==> src/rtl/mck_pkg.sv <==
package mck_pkg;

    typedef struct packed {
        logic mcp;
        logic tea;
        logic l2;
        logic l1;
        logic dpar;
        logic apar;
    } mck_src_t;

    localparam int unsigned SRC_W = $bits(mck_src_t);
    localparam int unsigned VEC_W = 20;
    localparam logic [VEC_W-1:0] MC_VECTOR = 20'h00200;

    typedef enum logic {
        ST_RUN       = 1'b0,
        ST_CHECKSTOP = 1'b1
    } mck_state_t;

    function automatic logic odd_par(input logic [7:0] b);
        return ~^b;
    endfunction

    function automatic logic lane_bad(input logic [7:0] b, input logic p);
        return ~(^{b, p});
    endfunction

endpackage

==> src/rtl/mck_par_gen.sv <==
module mck_par_gen #(
    parameter int unsigned W = 32
) (
    input  logic [W-1:0]   word,
    input  logic           gen_off,
    output logic [W/8-1:0] par
);
    localparam int unsigned LANES = W / 8;

    for (genvar i = 0; i < LANES; i++) begin : g_lane
        assign par[i] = gen_off ? 1'b0 : mck_pkg::odd_par(word[8*i +: 8]);
    end
endmodule

==> src/rtl/mck_par_chk.sv <==
module mck_par_chk #(
    parameter int unsigned W = 32
) (
    input  logic [W-1:0]   word,
    input  logic [W/8-1:0] par,
    input  logic           vld,
    input  logic           chk_en,
    output logic           err
);
    localparam int unsigned LANES = W / 8;
    logic [LANES-1:0] bad;

    for (genvar i = 0; i < LANES; i++) begin : g_lane
        assign bad[i] = mck_pkg::lane_bad(word[8*i +: 8], par[i]);
    end

    assign err = vld & chk_en & (|bad);
endmodule

==> src/rtl/mck_decide.sv <==
module mck_decide
    import mck_pkg::*;
(
    input  logic                    clk,
    input  logic                    hreset,
    input  mck_src_t                src,
    input  logic                    msr_me,
    output logic                    mc_req,
    output logic                    checkstop,
    output logic [SRC_W-1:0]        status
);
    mck_state_t state_q;
    logic       req_q;
    mck_src_t   status_q;
    logic       any_src;

    assign any_src = |src;

    always_ff @(posedge clk) begin
        if (hreset) begin
            state_q  <= ST_RUN;
            req_q    <= 1'b0;
            status_q <= '0;
        end else if (state_q == ST_RUN) begin
            req_q <= any_src & msr_me;
            if (any_src) begin
                status_q <= src;
                if (!msr_me) state_q <= ST_CHECKSTOP;
            end
        end else begin
            req_q <= 1'b0;
        end
    end

    assign mc_req    = req_q;
    assign checkstop = (state_q == ST_CHECKSTOP);
    assign status    = status_q;
endmodule

==> src/rtl/mck_bus_seq.sv <==
module mck_bus_seq #(
    parameter int unsigned BUS_WAIT = 10
) (
    input  logic clk,
    input  logic hreset,
    input  logic checkstop,
    output logic bus_enable
);
    localparam int unsigned CNT_W = $clog2(BUS_WAIT + 1);
    localparam logic [CNT_W-1:0] LIMIT = CNT_W'(BUS_WAIT);

    logic [CNT_W-1:0] cnt_q;

    always_ff @(posedge clk) begin
        if (hreset)             cnt_q <= '0;
        else if (cnt_q != LIMIT) cnt_q <= cnt_q + 1'b1;
    end

    assign bus_enable = (cnt_q == LIMIT) & ~checkstop;
endmodule

==> src/rtl/mcheck_ctrl.sv <==
module mcheck_ctrl
    import mck_pkg::*;
#(
    parameter int unsigned ADDR_W   = 32,
    parameter int unsigned DATA_W   = 64,
    parameter int unsigned BUS_WAIT = 10
) (
    input  logic                  clk,
    input  logic                  hreset,
    input  logic                  cfg_mcp_en,
    input  logic                  cfg_par_gen_off,
    input  logic                  cfg_addr_chk_en,
    input  logic                  cfg_data_chk_en,
    input  logic                  msr_me,
    input  logic [ADDR_W-1:0]     out_addr,
    input  logic [DATA_W-1:0]     out_data,
    output logic [ADDR_W/8-1:0]   out_addr_par,
    output logic [DATA_W/8-1:0]   out_data_par,
    input  logic [ADDR_W-1:0]     in_addr,
    input  logic [ADDR_W/8-1:0]   in_addr_par,
    input  logic                  in_addr_vld,
    input  logic [DATA_W-1:0]     in_data,
    input  logic [DATA_W/8-1:0]   in_data_par,
    input  logic                  in_data_vld,
    input  logic                  l1_par_err,
    input  logic                  l2_par_err,
    input  logic                  tea_q,
    input  logic                  mcp_pin,
    input  logic                  sw_nhr_we,
    input  logic                  sw_nhr_wdata,
    output logic                  sw_nhr,
    output logic                  mc_req,
    output logic [VEC_W-1:0]      mc_vector,
    output logic                  checkstop,
    output logic [SRC_W-1:0]      err_status,
    output logic                  bus_enable
);
    mck_src_t src;
    logic     apar_err;
    logic     dpar_err;
    logic     nhr_q;

    initial begin
        if (BUS_WAIT < 8 || BUS_WAIT > 12)
            $error("BUS_WAIT must lie in 8..12");
        if (ADDR_W % 8 != 0 || DATA_W % 8 != 0)
            $error("widths must be whole bytes");
    end

    mck_par_gen #(.W(ADDR_W)) u_gen_addr (
        .word(out_addr), .gen_off(cfg_par_gen_off), .par(out_addr_par));
    mck_par_gen #(.W(DATA_W)) u_gen_data (
        .word(out_data), .gen_off(cfg_par_gen_off), .par(out_data_par));

    mck_par_chk #(.W(ADDR_W)) u_chk_addr (
        .word(in_addr), .par(in_addr_par), .vld(in_addr_vld),
        .chk_en(cfg_addr_chk_en), .err(apar_err));
    mck_par_chk #(.W(DATA_W)) u_chk_data (
        .word(in_data), .par(in_data_par), .vld(in_data_vld),
        .chk_en(cfg_data_chk_en), .err(dpar_err));

    always_comb begin
        src      = '0;
        src.apar = apar_err;
        src.dpar = dpar_err;
        src.l1   = l1_par_err;
        src.l2   = l2_par_err;
        src.tea  = tea_q;
        src.mcp  = mcp_pin & cfg_mcp_en;
    end

    mck_decide u_decide (
        .clk(clk), .hreset(hreset), .src(src), .msr_me(msr_me),
        .mc_req(mc_req), .checkstop(checkstop), .status(err_status));

    mck_bus_seq #(.BUS_WAIT(BUS_WAIT)) u_bus_seq (
        .clk(clk), .hreset(hreset), .checkstop(checkstop),
        .bus_enable(bus_enable));

    always_ff @(posedge clk) begin
        if (hreset)         nhr_q <= 1'b0;
        else if (sw_nhr_we) nhr_q <= sw_nhr_wdata;
    end

    assign sw_nhr    = nhr_q;
    assign mc_vector = mc_req ? MC_VECTOR : '0;
endmodule

==> config.mk <==
export PLATFORM = sky130hd
export DESIGN_NAME = mcheck_ctrl
export DESIGN_NICKNAME = d
export VERILOG_FILES = /design/src/rtl/mck_pkg.sv /design/src/rtl/mck_par_gen.sv /design/src/rtl/mck_par_chk.sv /design/src/rtl/mck_decide.sv /design/src/rtl/mck_bus_seq.sv /design/src/rtl/mcheck_ctrl.sv
export SDC_FILE = /design/constraint.sdc
export NUM_CORES = 1
export LEC_CHECK = 0
export ABC_CLOCK_PERIOD_IN_PS = 3290
export BUFFER_PORTS_ARGS = -buffer_cell sky130_fd_sc_hd__buf_2
export CORE_AREA = 2 2 102 104
export DETAILED_ROUTE_END_ITERATION = 7
export DIE_AREA = 0 0 104 106
export GPL_ROUTABILITY_DRIVEN = 0
export MAX_ROUTING_LAYER = met4
export SLEW_MARGIN = 20
export SYNTH_ARGS = -nofsm -noshare
export SYNTH_HDL_FRONTEND = slang
export SYNTH_SLANG_ARGS = --single-unit
==> constraint.sdc <==
create_clock -name clk -period 3.29 [get_ports clk]
set_input_delay 0.1645 -clock clk [delete_from_list [all_inputs] [get_ports clk]]
set_output_delay 0.1645 -clock clk [all_outputs]
set_load 0.01 [all_outputs]
==> impl_summary.md <==
Yosys
Synthesis handed over a netlist of 269 instances. The number of flip-flops and latches in the synthesized netlist is 13. The cell area after synthesis is 0.00249 mm². The number of unique standard cell types used by synthesis is 31.

Yosys printed 0 warnings. The synthesized area per cell is 9.26 µm². The fraction of registers with async set or reset after synthesis is 0%. The most used flip-flop cell after synthesis is dfxtp_1. Of the synthesized area, sequential elements account for 10.4%.

In this run, synthesis inferred 0 flip-flops with an integrated enable.

Power and ir drop
Sequential cells account for 17.2% of the total power. The total leakage power is 1.87 nW. The maximum vdd drop is 187 µV. Of the total power, combinational logic draws 68.9%. The switching part of the total power is 35.5%. For this design the ratio of total power to cell area is 271 mW/mm². The internal power of the cells totals 0.667 mW.

In this run, the clock network consumes 13.9% of the power. The analysis attributes to net switching a power of 0.366 mW.

Placed design
Once detailed placement completed, the half-perimeter wirelength came to 6580 µm. Input and output buffers added on the ports amount to 241. After detailed placement, the total cell area comes to 0.00377 mm².

Min path
The class of the tightest hold or removal check is in2reg. The endpoint of the worst hold-timing path is sw_nhr. The origin of the worst min-delay path is sw_nhr_wdata. The worst hold path was traced through 3 stages.

Global route
The via count of the first global-routing pass is 2474. The initial antenna violation count is 0. The largest net degree at the start of global routing is 19. Summed over all layers, the global routing overflow is 0.

Across every metal layer, demand over resource in global routing totals 12.3%. The first global-routing pass estimated 11000 µm of wire.

Routing
In the routed layout, each cell is associated on average with a via count of 3.91. The number of nets still failing antenna checks after routing is 0. For this run, the detailed router's first-pass iteration total came to 4.

In the final routed layout, each cell accounts on average for 11.1 µm. Summed over all layers, the routed wires come to 7150 µm. The number of remaining DRC errors is 0. The number of violations reported at the end of detailed-routing iteration 0 is 54. The detailed router placed 2522 vias in this run.

CTS
The clock slew at the register clock pins of the worst setup and hold paths is 50 ps. The count of buffers added by post-CTS timing repair for setup is 0. The hold buffer count at CTS is 0.

The CTS buffer count is 3. The CTS root buffer is clkbuf_8. Counting along the longest clock path gives a buffer depth of 2. The clock latency on the worst-skew pair is 240 ps. The count of cells resized by post-cts repair is 0.

Counting every sink on the clock net gives 13. The TritonCTS clock tree is yes. The level count of the clock H-tree is 1.

Cells and area
For this run, the post-layout net count is 731. Relative to the synthesized area, the layout overhead comes to 53.3%. The fraction of layout instances using a drive strength above 1 is 49.3%.

The design area is 0.00382 mm². The total inserted antenna cells is 0. The fill cell instance count of the final layout is 1062.

Setup path
By startpoint and endpoint, the worst setup path is classified as in2reg. The element type at the critical path end is a register. The worst register-to-register path has a depth of 6. In this run the critical register-to-register path is launched from u_bus_seq.cnt_q[0].

The setup slack of the most critical reg-to-reg path is 2040 ps. The required time at the endpoint of the critical path is 3430 ps. The critical path arrival is 2060 ps. The critical path launch point type is a primary input. In this run the critical register-to-register path is captured at u_bus_seq.cnt_q[0]. In this run the worst path has a maximum fanout of 5.

STA
The highest clock rate is 0.520 GHz. In the finished design, the share of the clock period the worst path needs comes to 58.5%. Summed over all failing endpoints, the final setup total negative slack is 0 ps.

Clock skew on the completed layout was measured at 0.485 ps. The final count of pins violating max slew is 0. Setup repair after global routing left no endpoint under its margin. The number of endpoints with negative hold slack in the final report is 0. Counting I/O delays and the setup requirement, the final critical path takes 1920 ps.

Setup violations remaining at the end of the flow were counted as 0.

Die
The core region is 0.0100 mm². The initial core utilization is 24.9%. 261 I/O pins were placed. After floorplanning, the core was divided into 37 placement rows.

The die area is 0.0110 mm². The die is 104 µm wide. The die height is 106 µm.

Run
The max-capacitance violation count is 0.

Run status
The flow ran to the end, and the final reports show no timing, DRC or antenna violations.
## cell usage in the layout (no fill, tap or decap), types with 2 or more instances in the layout
master	instances
clkbuf_8	3
xnor3_1	10
nand3b_1	3
ha_1	2
o21ai_1	3
nor2_1	18
nand2_1	4
xnor2_2	3
xor2_1	25
xnor2_1	134
a21oi_1	4
buf_2	241
nand2b_1	7
mux2i_1	2
conb_1	19
inv_1	3
dfxtp_1	13
## power by group through the flow
stage                     Combinational (mW)  Sequential [mW]  Clock (mW)
final                                  0.712            0.178       0.143
after global routing                   0.778            0.180       0.158
after CTS                              0.724            0.178       0.150
after detailed placement               0.720            0.181           0
after global placement                 0.713            0.181           0
after floorplan                        0.496            0.181           0
## cell type report
| class | instances | area, µm² | share of cell area, % |
|---|---|---|---|
| Multi-Input combinational cell | 248 | 2130 | 55.7 |
| Timing Repair Buffer | 241 | 1210 | 31.6 |
| Sequential cell | 13 | 260 | 6.82 |
| Tap cell | 136 | 170 | 4.46 |
| Clock buffer | 4 | 45.0 | 1.18 |
| Inverter | 3 | 11.3 | 0.295 |
## worst max-delay path, cell delays in order
cell	delay, ps
buf_2	110
xnor2_1	150
xnor3_1	430
xnor2_1	170
nand4_1	190
o41ai_4	430
a31oi_4	190
and3b_1	220
## state kept, by name (all words and copies together) (netlist names)
name	count
u_decide.checkstop	1
u_decide.status	6
u_decide.mc_req	1
sw_nhr	1
u_bus_seq.cnt_q	4
## metrics by stage
step | hold WS, ps | instances | setup slack, ps | utilization [%] | power [mW]
3_3_place_gp | 402 | 641 | 1140 | 37.7 | 0.893
2_1_floorplan | 311 | 287 | 1420 | - | 0.677
4_1_cts | 151 | 645 | 1340 | 38.2 | 1.05
5_1_grt | 191 | 645 | 1210 | 38.2 | 1.12
6_report | 155 | 645 | 1370 | 38.2 | 1.03
3_5_place_dp | 419 | 641 | 1080 | 37.7 | 0.901
## synthesized netlist by cell type, types with 2 or more instances
library cell	instances	share of area (%)
xnor2_1	134	47
xor2_1	25	8.8
buf_4	20	6.0
nor2_1	18	2.7
dfxtp_1	13	10
xnor3_1	10	9.0
nand2b_1	7	1.8
a21oi_1	4	0.80
nand2_1	4	0.60
clkbuf_1	3	0.45
inv_1	3	0.45
nand3b_1	3	0.90
o21ai_1	3	0.60
xnor2_2	3	2.0
ha_1	2	1.0
mux2i_1	2	0.80
## metal layers
layer,wire (µm),GRT usage [%]
met3,460,3.00
met1,2720,13.2
met2,3950,23.5
met5,0,-
met4,19,1.45
## logic make-up after synthesis
kind of cell             count (synthesis)  synth area share (%)
multiplexers                             2                 0.804
XOR/XNOR                               172                  66.9
other                                    1                 0.151
adder cells (fa/ha/maj)                  2                  1.00
AO/OA/AOI/OAI                           15                  6.23
flip-flops                              13                  10.4
buffers and inverters                   26                  6.93
AND/OR/NAND/NOR                         38                  7.53
## worst max path at each step
stage | from | endpoint | slack, ps
floorplan | in_data[1] | u_decide.mc_req | 1420
global placement | in_data[49] | u_decide.mc_req | 1140
detailed placement | in_data[49] | u_decide.mc_req | 1080
CTS | in_data[49] | u_decide.mc_req | 1340
global route | in_data[25] | u_decide.mc_req | 1210
finish | in_data[49] | u_decide.mc_req | 1370
(Power assumes the default switching activity.)
